### src/rtl/ebp_pkg.sv
package ebp_pkg;
  localparam int ADDR_W  = 20;
  localparam int PORT_W  = 8;
  localparam int N_BPORT = 4;
  localparam int N_STRB  = 3;
  localparam int SFE_W   = N_BPORT + N_STRB;
  localparam logic [SFE_W-1:0] SFE_AUTO = 7'h1F;
  localparam logic [ADDR_W-1:0] PROG_INT_END = 20'h20000;
  localparam logic [ADDR_W-1:0] DATA_INT_END = 20'h02000;

  typedef enum logic [1:0] {
    ACC_FETCH = 2'd0,
    ACC_READ  = 2'd1,
    ACC_WRITE = 2'd2
  } acc_e;

  typedef enum logic [1:0] {
    ST_IDLE = 2'd0,
    ST_INT  = 2'd1,
    ST_EXT  = 2'd2
  } st_e;
endpackage

### src/rtl/ebp_decode.sv
module ebp_decode
  import ebp_pkg::*;
(
  input  logic [1:0]        type_i,
  input  logic [ADDR_W-1:0] addr_i,
  input  logic              mode_q_i,
  output logic              ext_o
);
  always_comb begin
    if (type_i == ACC_FETCH) ext_o = !mode_q_i || (addr_i >= PROG_INT_END);
    else                     ext_o = addr_i >= DATA_INT_END;
  end
endmodule

### src/rtl/ebp_seq.sv
module ebp_seq
  import ebp_pkg::*;
#(
  parameter int ACC_CYCLES = 4,
  localparam int CW = $clog2(ACC_CYCLES)
) (
  input  logic              clk_i,
  input  logic              rst_ni,
  input  logic              sync_rst_i,
  input  logic              req_i,
  input  logic              ext_i,
  input  logic [1:0]        type_i,
  input  logic [ADDR_W-1:0] addr_i,
  input  logic [PORT_W-1:0] wdata_i,
  input  logic [PORT_W-1:0] pad0_i,
  output logic              busy_o,
  output logic              done_o,
  output logic              in_ext_o,
  output logic              strb_phase_o,
  output logic [1:0]        type_q_o,
  output logic [ADDR_W-1:0] addr_q_o,
  output logic [PORT_W-1:0] wdata_q_o,
  output logic [PORT_W-1:0] rdata_o
);
  localparam logic [CW-1:0] LAST = CW'(ACC_CYCLES - 1);
  localparam logic [CW-1:0] LSTB = CW'(ACC_CYCLES - 2);

  st_e st_q;
  logic [CW-1:0] cnt_q;

  always_ff @(posedge clk_i or negedge rst_ni) begin
    if (!rst_ni) begin
      st_q      <= ST_IDLE;
      cnt_q     <= '0;
      type_q_o  <= '0;
      addr_q_o  <= '0;
      wdata_q_o <= '0;
      rdata_o   <= '0;
    end else if (sync_rst_i) begin
      st_q  <= ST_IDLE;
      cnt_q <= '0;
    end else begin
      if (st_q == ST_EXT && cnt_q == LSTB && type_q_o != ACC_WRITE) rdata_o <= pad0_i;
      unique case (st_q)
        ST_IDLE: if (req_i) begin
          st_q      <= ext_i ? ST_EXT : ST_INT;
          cnt_q     <= '0;
          type_q_o  <= type_i;
          addr_q_o  <= addr_i;
          wdata_q_o <= wdata_i;
        end
        ST_INT: st_q <= ST_IDLE;
        ST_EXT: begin
          if (cnt_q == LAST) st_q <= ST_IDLE;
          cnt_q <= cnt_q + 1'b1;
        end
        default: st_q <= ST_IDLE;
      endcase
    end
  end

  assign busy_o       = st_q != ST_IDLE;
  assign in_ext_o     = st_q == ST_EXT;
  assign done_o       = (st_q == ST_INT) || (in_ext_o && cnt_q == LAST);
  assign strb_phase_o = in_ext_o && cnt_q != '0 && cnt_q != LAST;

  AST_DONE_ONCE: assert property (@(posedge clk_i) disable iff (!rst_ni)
    done_o |=> !done_o);
  AST_STRB_NOT_FIRST: assert property (@(posedge clk_i) disable iff (!rst_ni)
    $rose(in_ext_o) |-> !strb_phase_o);
endmodule

### src/rtl/ebp_pinmux.sv
module ebp_pinmux
  import ebp_pkg::*;
(
  input  logic [N_BPORT-1:0]             sfe_bus_i,
  input  logic [N_STRB-1:0]              sfe_strb_i,
  input  logic                           ext_act_i,
  input  logic [N_BPORT-1:0][PORT_W-1:0] bus_val_i,
  input  logic [N_BPORT-1:0][PORT_W-1:0] bus_mask_i,
  input  logic [N_BPORT-1:0][PORT_W-1:0] bus_drv_i,
  input  logic [N_STRB-1:0]              strb_act_i,
  input  logic [N_BPORT-1:0][PORT_W-1:0] gpio_out_i,
  input  logic [N_BPORT-1:0][PORT_W-1:0] gpio_oe_i,
  input  logic [N_STRB-1:0]              sgpio_out_i,
  input  logic [N_STRB-1:0]              sgpio_oe_i,
  output logic [N_BPORT-1:0][PORT_W-1:0] pad_o,
  output logic [N_BPORT-1:0][PORT_W-1:0] pad_oe_o,
  output logic [N_BPORT-1:0]             pad_pu_o,
  output logic [N_STRB-1:0]              strb_o,
  output logic [N_STRB-1:0]              strb_oe_o
);
  for (genvar p = 0; p < N_BPORT; p++) begin : g_port
    for (genvar b = 0; b < PORT_W; b++) begin : g_bit
      logic role;
      assign role = sfe_bus_i[p] && bus_mask_i[p][b];
      assign pad_o[p][b]    = role ? (ext_act_i && bus_val_i[p][b]) : gpio_out_i[p][b];
      assign pad_oe_o[p][b] = role ? (ext_act_i && bus_drv_i[p][b]) : gpio_oe_i[p][b];
    end
    // idle bus port floats pulled up
    assign pad_pu_o[p] = sfe_bus_i[p] && !ext_act_i;
  end

  for (genvar s = 0; s < N_STRB; s++) begin : g_strb
    assign strb_o[s]    = sfe_strb_i[s] ? !strb_act_i[s] : sgpio_out_i[s];
    assign strb_oe_o[s] = sfe_strb_i[s] || sgpio_oe_i[s];
  end
endmodule

### src/rtl/ext_bus_port_ctrl.sv
module ext_bus_port_ctrl
  import ebp_pkg::*;
#(
  parameter int ACC_CYCLES = 4
) (
  input  logic                           clk_i,
  input  logic                           rst_ni,
  input  logic                           rst_brk_i,
  input  logic                           rst_wdt_i,
  input  logic                           rst_trap_i,
  input  logic                           mode_i,
  input  logic                           req_i,
  input  logic [1:0]                     type_i,
  input  logic [ADDR_W-1:0]              addr_i,
  input  logic [PORT_W-1:0]              wdata_i,
  output logic                           busy_o,
  output logic                           done_o,
  output logic                           ext_o,
  output logic [PORT_W-1:0]              rdata_o,
  input  logic                           sfe_we_i,
  input  logic [SFE_W-1:0]               sfe_wdata_i,
  output logic [SFE_W-1:0]               sfe_o,
  input  logic [N_BPORT-1:0][PORT_W-1:0] gpio_out_i,
  input  logic [N_BPORT-1:0][PORT_W-1:0] gpio_oe_i,
  input  logic [PORT_W-1:0]              pad_i,
  output logic [N_BPORT-1:0][PORT_W-1:0] pad_o,
  output logic [N_BPORT-1:0][PORT_W-1:0] pad_oe_o,
  output logic [N_BPORT-1:0]             pad_pu_o,
  input  logic [N_STRB-1:0]              sgpio_out_i,
  input  logic [N_STRB-1:0]              sgpio_oe_i,
  output logic [N_STRB-1:0]              strb_o,
  output logic [N_STRB-1:0]              strb_oe_o
);
  logic [SFE_W-1:0] sfe_q;
  logic mode_q, pend_q, sync_rst, dec_ext, strb_phase;
  logic [1:0] type_q;
  logic [ADDR_W-1:0] addr_q;
  logic [PORT_W-1:0] wdata_q;
  logic [N_BPORT-1:0][PORT_W-1:0] bus_val, bus_mask, bus_drv;
  logic [N_STRB-1:0] strb_act;

  assign sync_rst = pend_q || rst_brk_i || rst_wdt_i || rst_trap_i;

  // enables and mode load on the first clock after any reset cause
  always_ff @(posedge clk_i or negedge rst_ni) begin
    if (!rst_ni) begin
      sfe_q  <= '0;
      mode_q <= 1'b1;
      pend_q <= 1'b1;
    end else if (sync_rst) begin
      sfe_q  <= mode_i ? '0 : SFE_AUTO;
      mode_q <= mode_i;
      pend_q <= 1'b0;
    end else if (sfe_we_i) begin
      sfe_q <= sfe_wdata_i;
    end
  end
  assign sfe_o = sfe_q;

  ebp_decode u_dec (
    .type_i(type_i), .addr_i(addr_i), .mode_q_i(mode_q), .ext_o(dec_ext)
  );

  ebp_seq #(.ACC_CYCLES(ACC_CYCLES)) u_seq (
    .clk_i(clk_i), .rst_ni(rst_ni), .sync_rst_i(sync_rst), .req_i(req_i),
    .ext_i(dec_ext), .type_i(type_i), .addr_i(addr_i), .wdata_i(wdata_i),
    .pad0_i(pad_i), .busy_o(busy_o), .done_o(done_o), .in_ext_o(ext_o),
    .strb_phase_o(strb_phase), .type_q_o(type_q), .addr_q_o(addr_q),
    .wdata_q_o(wdata_q), .rdata_o(rdata_o)
  );

  always_comb begin
    bus_val[0]  = wdata_q;
    bus_mask[0] = '1;
    bus_drv[0]  = (type_q == ACC_WRITE) ? '1 : '0;
    bus_val[1]  = addr_q[7:0];
    bus_mask[1] = '1;
    bus_drv[1]  = '1;
    bus_val[2]  = addr_q[15:8];
    bus_mask[2] = '1;
    bus_drv[2]  = '1;
    bus_val[3]  = {{(2*PORT_W-ADDR_W+8){1'b0}}, addr_q[ADDR_W-1:16]};
    bus_mask[3] = {{(2*PORT_W-ADDR_W+8){1'b0}}, {(ADDR_W-16){1'b1}}};
    bus_drv[3]  = bus_mask[3];
  end

  for (genvar s = 0; s < N_STRB; s++) begin : g_sact
    assign strb_act[s] = strb_phase && (type_q == 2'(s));
  end

  ebp_pinmux u_mux (
    .sfe_bus_i(sfe_q[N_BPORT-1:0]), .sfe_strb_i(sfe_q[SFE_W-1:N_BPORT]),
    .ext_act_i(ext_o), .bus_val_i(bus_val), .bus_mask_i(bus_mask),
    .bus_drv_i(bus_drv), .strb_act_i(strb_act), .gpio_out_i(gpio_out_i),
    .gpio_oe_i(gpio_oe_i), .sgpio_out_i(sgpio_out_i), .sgpio_oe_i(sgpio_oe_i),
    .pad_o(pad_o), .pad_oe_o(pad_oe_o), .pad_pu_o(pad_pu_o),
    .strb_o(strb_o), .strb_oe_o(strb_oe_o)
  );

  AST_ONE_STROBE: assert property (@(posedge clk_i) disable iff (!rst_ni)
    $onehot0(~strb_o & sfe_q[SFE_W-1:N_BPORT]));
  AST_STRB_NEEDS_EXT: assert property (@(posedge clk_i) disable iff (!rst_ni)
    ((~strb_o & sfe_q[SFE_W-1:N_BPORT]) != '0) |-> ext_o);
  AST_IDLE_FLOAT: assert property (@(posedge clk_i) disable iff (!rst_ni)
    (sfe_q[0] && !ext_o) |-> (pad_oe_o[0] == '0 && pad_pu_o[0]));
  AST_ADDR_STABLE: assert property (@(posedge clk_i) disable iff (!rst_ni)
    (ext_o && $past(ext_o) && !$past(done_o) && sfe_q[1] && $stable(sfe_q))
      |-> $stable(pad_o[1]));
  AST_WR_HOLD: assert property (@(posedge clk_i) disable iff (!rst_ni)
    (sfe_q[0] && sfe_q[6] && $past(sfe_q[0] && sfe_q[6]) && $rose(strb_o[2]) && ext_o)
      |-> (pad_oe_o[0] == '1));
endmodule

### config.mk
export PLATFORM = sky130hd
export DESIGN_NAME = ext_bus_port_ctrl
export DESIGN_NICKNAME = d
export VERILOG_FILES = /design/src/rtl/ebp_pkg.sv /design/src/rtl/ebp_decode.sv /design/src/rtl/ebp_seq.sv /design/src/rtl/ebp_pinmux.sv /design/src/rtl/ext_bus_port_ctrl.sv
export SDC_FILE = /design/constraint.sdc
export NUM_CORES = 1
export LEC_CHECK = 0
export BUFFER_PORTS_ARGS = -buffer_cell sky130_fd_sc_hd__buf_2
export CORE_MARGIN = 2
export CORE_UTILIZATION = 45
export CTS_BUF_LIST = sky130_fd_sc_hd__clkbuf_8
export CTS_CLUSTER_DIAMETER = 200
export DETAILED_ROUTE_END_ITERATION = 8
export PLACE_DENSITY = 0.83
export SETUP_SLACK_MARGIN = 0.15
export SYNTH_ARGS = -nofsm -noshare
export SYNTH_HDL_FRONTEND = slang
export SYNTH_HIERARCHICAL = 1
export SYNTH_SLANG_ARGS = --single-unit
### constraint.sdc
create_clock -name clk_i -period 2.1 [get_ports clk_i]
set_input_delay 0.315 -clock clk_i [delete_from_list [all_inputs] [get_ports clk_i]]
set_output_delay 0.315 -clock clk_i [all_outputs]
set_load 0.005 [all_outputs]
Yosys cells after proc, flatten, opt, wreduce, memory -nomap -nowiden:

Index checks and enable logic that the tools add are counted.

* add/subtract/negate cells: 1
* $lt $le $gt $ge: 2
* equality and inequality tests: 10
* mux-type cells: 72
* bitwise gates (word level): 1
* reductions and logical operators: 72

Operators by type and width (count)
* 2-to-1 mux 1 bit: 60
* logical AND 1 bit: 48
* >= comparator 20 x 14 -> 1 bit, second input constant: 1
* >= comparator 20 x 18 -> 1 bit, second input constant: 1
* 2-to-1 mux 7 bit: 2
* 2-to-1 mux 2 bit: 6
* equality test 2 bit, second input constant: 4
* logical OR 1 bit: 8
* 2-to-1 mux 8 bit: 1
* one-hot mux 2 bit (2 select lines): 2
* logical NOT 2 bit: 3
* != test 3 bit, second input constant: 2
* AND reduction 2 bit: 3
* nonzero test 2 bit: 3
* logical NOT 1 bit: 5
* 2-to-1 mux 5 bit: 1
* equality test 2 x 1 -> 1 bit, second input constant: 2
* != test 2 bit, second input constant: 2
* AND reduction 3 bit: 1
* nonzero test 3 bit: 1
* adder 2 x 1 -> 2 bit, second input constant: 1
* NOT 1 bit: 1

* bits in registers: 51
* bits of input ports: 123
* output and inout port bits: 92
* word-level logic and storage cells: 167

Depth between registers and ports, before layout:

* depth after elaboration: 7
* mapped depth: 6

Cells and area by module:

The synthesis kept the hierarchy.

Modules (own cells, without submodules)
* ebp_seq: instances 1, cells each 107, area an instance 1702.9 um2, sequential area each 1051.0 um2
* ebp_pinmux: instances 1, cells each 161, area an instance 1367.6 um2, sequential area each 0.0 um2
* ext_bus_port_ctrl: instances 1, cells each 34, area an instance 415.4 um2, sequential area each 227.7 um2
* ebp_decode: instances 1, cells each 4, area an instance 33.8 um2, sequential area each 0.0 um2

Worst setup path after synthesis:

Ideal clock, no wire load.

* kind: register to register
* from: register pend_q
* to: register u_seq.addr_q_o[0]
* arrival time: 1.701 ns
* data required time: 1.975 ns
* setup slack: 0.274 ns
* stages on the path, launching flop included: 6
* clock period less this slack: 1.826 ns
* cell sequence: dfstp_2 -> nor4_4 -> inv_2 -> nor4b_4 -> buf_4 -> mux2_2

* word-level cells in the longest chain between the ends: 5

Ends and longest elaborated chain
* start, declared: RTL line ext_bus_port_ctrl.sv:35 `logic mode_q, pend_q, sync_rst, dec_ext, strb_phase;`
* start signal, assigned: RTL line ext_bus_port_ctrl.sv:49 `pend_q <= 1'b1;`
* start signal, assigned: RTL line ext_bus_port_ctrl.sv:53 `pend_q <= 1'b0;`
* logical OR 1 bit (3 in a row): RTL line ext_bus_port_ctrl.sv:42 `assign sync_rst = pend_q || rst_brk_i || rst_wdt_i || rst_trap_i;`
* net sync_rst: RTL line ext_bus_port_ctrl.sv:35
* NOT 1 bit (no line)
* AND reduction 3 bit (no line)
* end signal, assigned: RTL line ebp_seq.sv:49 `addr_q_o <= addr_i;`
* end, declared: RTL line ebp_seq.sv:21 `output logic [ADDR_W-1:0] addr_q_o,`

The timed path passes the listed nets, and every way through them passes these cells.
A chain may end at the register's enable or synchronous reset.

Worst setup path after layout:

* from: register u_seq.st_q[1]
* to: output strb_o[0]

* word-level cells in the longest chain between the ends: 6

Ends and longest elaborated chain
* start, declared: RTL line ebp_seq.sv:28 `st_e st_q;`
* start signal, assigned: RTL line ebp_seq.sv:46 `st_q <= ext_i ? ST_EXT : ST_INT;`
* equality test 2 bit: RTL line ebp_seq.sv:63 `assign in_ext_o = st_q == ST_EXT;`
* logical AND 1 bit (2 in a row): RTL line ebp_seq.sv:65 `assign strb_phase_o = in_ext_o && cnt_q != '0 && cnt_q != LAST;`
* net strb_phase: RTL line ext_bus_port_ctrl.sv:35
* logical AND 1 bit: RTL line ext_bus_port_ctrl.sv:88 `assign strb_act[s] = strb_phase && (type_q == 2'(s));`
* net strb_act[0]: RTL line ext_bus_port_ctrl.sv:40 `logic [N_STRB-1:0] strb_act;`
* logical NOT 1 bit: RTL line ebp_pinmux.sv:33 `assign strb_o[s] = sfe_strb_i[s] ? !strb_act_i[s] : sgpio_out_i[s];`
* 2-to-1 mux 1 bit: RTL line ebp_pinmux.sv:33
* end, declared: RTL line ext_bus_port_ctrl.sv:31 `output logic [N_STRB-1:0] strb_o,`

The timed path passes the listed nets, and every way through them passes these cells.

==> results.txt <==
Rows = 32
final setup TNS = 0 ns
top cell type's share of synthesized area = 34.8%
Power Dens Cells = 472 mW/mm^2
Netlist Area Pre-Place = 0.00352 sq mm
DRT Pass-1 Iters = 4
Crit-path slowest cell = dfrtp_2
delay-heaviest family, CP = simple AND/OR/NAND/NOR gates
largest net degree at the start of global routing = 74
H-tree depth = 2
Worst Path Buf+Inv = 1
CP peak stage delay = 0.44 ns
flops & latches, synth = 51
vias in the first global route = 3,467
Clock Path Buffers = 2
I/O pins = 215
worst path required time = 1.78 ns
Peak VDD IR = 0.315 mV
core footprint = 0.00765 sq mm
Avg WL per Cell = 13.1 um
die height = 92.4 um
GP Congestion = 0.813
TritonCTS clock tree = yes
Slew headroom = 55.5%
Detailed Place HPWL = 7850 um
Die W = 92.4 um
Post-synth EDFFs = 0
Starting Density = 46.0%
RSZ-0062 raised after global routing = yes
most common cell in the synthesized netlist = a41o_1
CTS buffer count = 5
fraction of layout cells with a size suffix above 1 = 43.4%
Overall Power = 2.54 mW
Synth area leaders = dfrtp_1 (35%), a41o_1 (18%), mux2_2 (12%)
Leak Pwr = 3.23 nW
overall routed net length = 10,100 um
Crit. End Element = output port
synth cell count leaders = a41o_1 (64), a21boi_1 (52), dfrtp_1 (49), mux2_2 (36)
clock sinks = 51
worst-margin pin slew = 0.668 ns
Main synth FF type = dfrtp_1
routed vias/inst = 4.67
CTS root buffer = clkbuf_8
outcome = finished, final reports clean
1st-iter DRT viols = 71
Antenna diodes = 0
Seq/Total Area, Yosys = 36.3%
critical path fanouts, max = 6
fin crit share = 92.8%
die footprint = 0.00855 sq mm
Final Hold Viols = 0
Netlist cell types = 36
Syn. warnings = 6
min Tclk post-route = 1.95 ns
Yosys top cell by area = dfrtp_1
Mapped Cells = 306
antenna violations before repair = 0
max-slew violation count = 0
Hold WC Path Type = in -> async
Worst Skew = 0.00730 ns
critical path class = reg -> out
Synth async-reset ratio = 100%
crit start category = flop
max-cap violations = 0
synthesized area per cell = 11.5 sq um
first-pass GRT wire length = 15,900 um
vias = 3,599
grt ovf = 0
Nets = 793
Clock Latency Late Sink = 0.30 ns
drt drc = 0
Clk pin slew, worst setup/hold paths = 0.09 ns
Max Fclk = 0.513 GHz
Post-DRT Antenna Nets = 0
P&R area growth vs syn = 52.6%
WP data arrival = 1.63 ns
GRT Resource Usage Total = 23.0%
CP Cell Sequence = nor2b_4 > nor3b_4 > nor3b_2 > mux2i_1 > buf_2
port buffer count = 214
final setup fails = 0
## state kept, by name (all words and copies together) (netlist names)
name / cells
u_seq/addr_q_o: 20
u_seq/rdata_o: 8
u_seq/wdata_q_o: 8
sfe_o: 7
u_seq/cnt_q: 2
u_seq/st_q: 2
u_seq/type_q_o: 2
mode_q: 1
pend_q: 1
## report_power, final
group / switching, mW / internal, mW
Sequential: 0.0963 / 1.13
Combinational: 0.318 / 0.388
Clock: 0.309 / 0.296
Total: 0.723 / 1.81
## through the flow
stage	worst slack, ns	cell area, sq um	hold slack [ns]	std cells	utilization, %
after floorplan	0.274	4100	0.0194	461	-
after global placement	0.258	5210	0.380	760	68.1
after detailed placement	0.170	5210	0.391	760	68.1
after CTS	0.0648	5340	0.0613	769	69.8
after global routing	0.0805	5370	0.0820	770	70.2
final	0.151	5370	0.0413	770	70.2
## cells in the final DEF, fill, tap and decap left out, types with 4 or more instances in the layout
| master | count |
|---|---|
| a21boi_0 | 12 |
| clkbuf_8 | 7 |
| nor2_1 | 5 |
| conb_1 | 157 |
| mux2i_1 | 12 |
| buf_4 | 7 |
| a21boi_1 | 52 |
| nor2b_1 | 5 |
| mux2_2 | 36 |
| inv_1 | 5 |
| a21oi_1 | 5 |
| or2_2 | 4 |
| a41o_1 | 64 |
| buf_2 | 214 |
| dfrtp_1 | 46 |
## per-layer routing
| metal | part of all wire (%) | vias to the layer above | track usage, % |
|---|---|---|---|
| li1 | - | 1792 | - |
| met1 | 39 | 1640 | 25.8 |
| met2 | 52 | 142 | 42.6 |
| met3 | 6.2 | 25 | 4.96 |
| met4 | 2.7 | 0 | 8.46 |
| met5 | 0 | - | 0 |
## path summary, 6_finish.rpt
check	cells after the start	end	startpoint	slack, ns
setup reg to reg	5	u_seq/wdata_q_o[6]	pend_q	0.21
setup / recovery	5	strb_o[0]	u_seq/st_q[1]	0.15
hold reg to reg	1	u_seq/addr_q_o[6]	u_seq/addr_q_o[6]	0.51
max in group asynchronous	2	u_seq/wdata_q_o[5]	rst_ni	1.50
min in group clk_i	2	u_seq/addr_q_o[10]	addr_i[10]	0.24
hold / removal	1	sfe_o[5]	rst_ni	0.04
## timing repair
action                                  4_1_cts  5_1_grt
pin swaps                                     2        2
hold buffers                                  0        0
endpoints found under the setup margin       60       60
buffers inserted                              1        1
gates cloned                                  0        0
resized for setup                             8        5
## final cells by class
cell class                      count  area, sq um
Fill cell                         636         2280
Clock inverter                      1         3.75
Tap cell                          102          128
Sequential cell                    51         1280
Clock buffer                        7         96.3
Inverter                            7         26.3
Multi-Input combinational cell    378         2650
Timing Repair Buffer              224         1180
## kinds of logic (layout without fill, tap and decap cells)
family / after synthesis / in the layout / synth area share [%]
mux: 51 / 51 / 16.0
simple gates: 29 / 29 / 6.40
fa+ha+maj: 3 / 3 / 1.07
compound gates: 138 / 138 / 33.7
flops: 51 / 51 / 36.3
other cells: 2 / 157 / 0.213
buf+inv: 32 / 239 / 6.33
No activity file was read; power rests on OpenSTA's default activity.
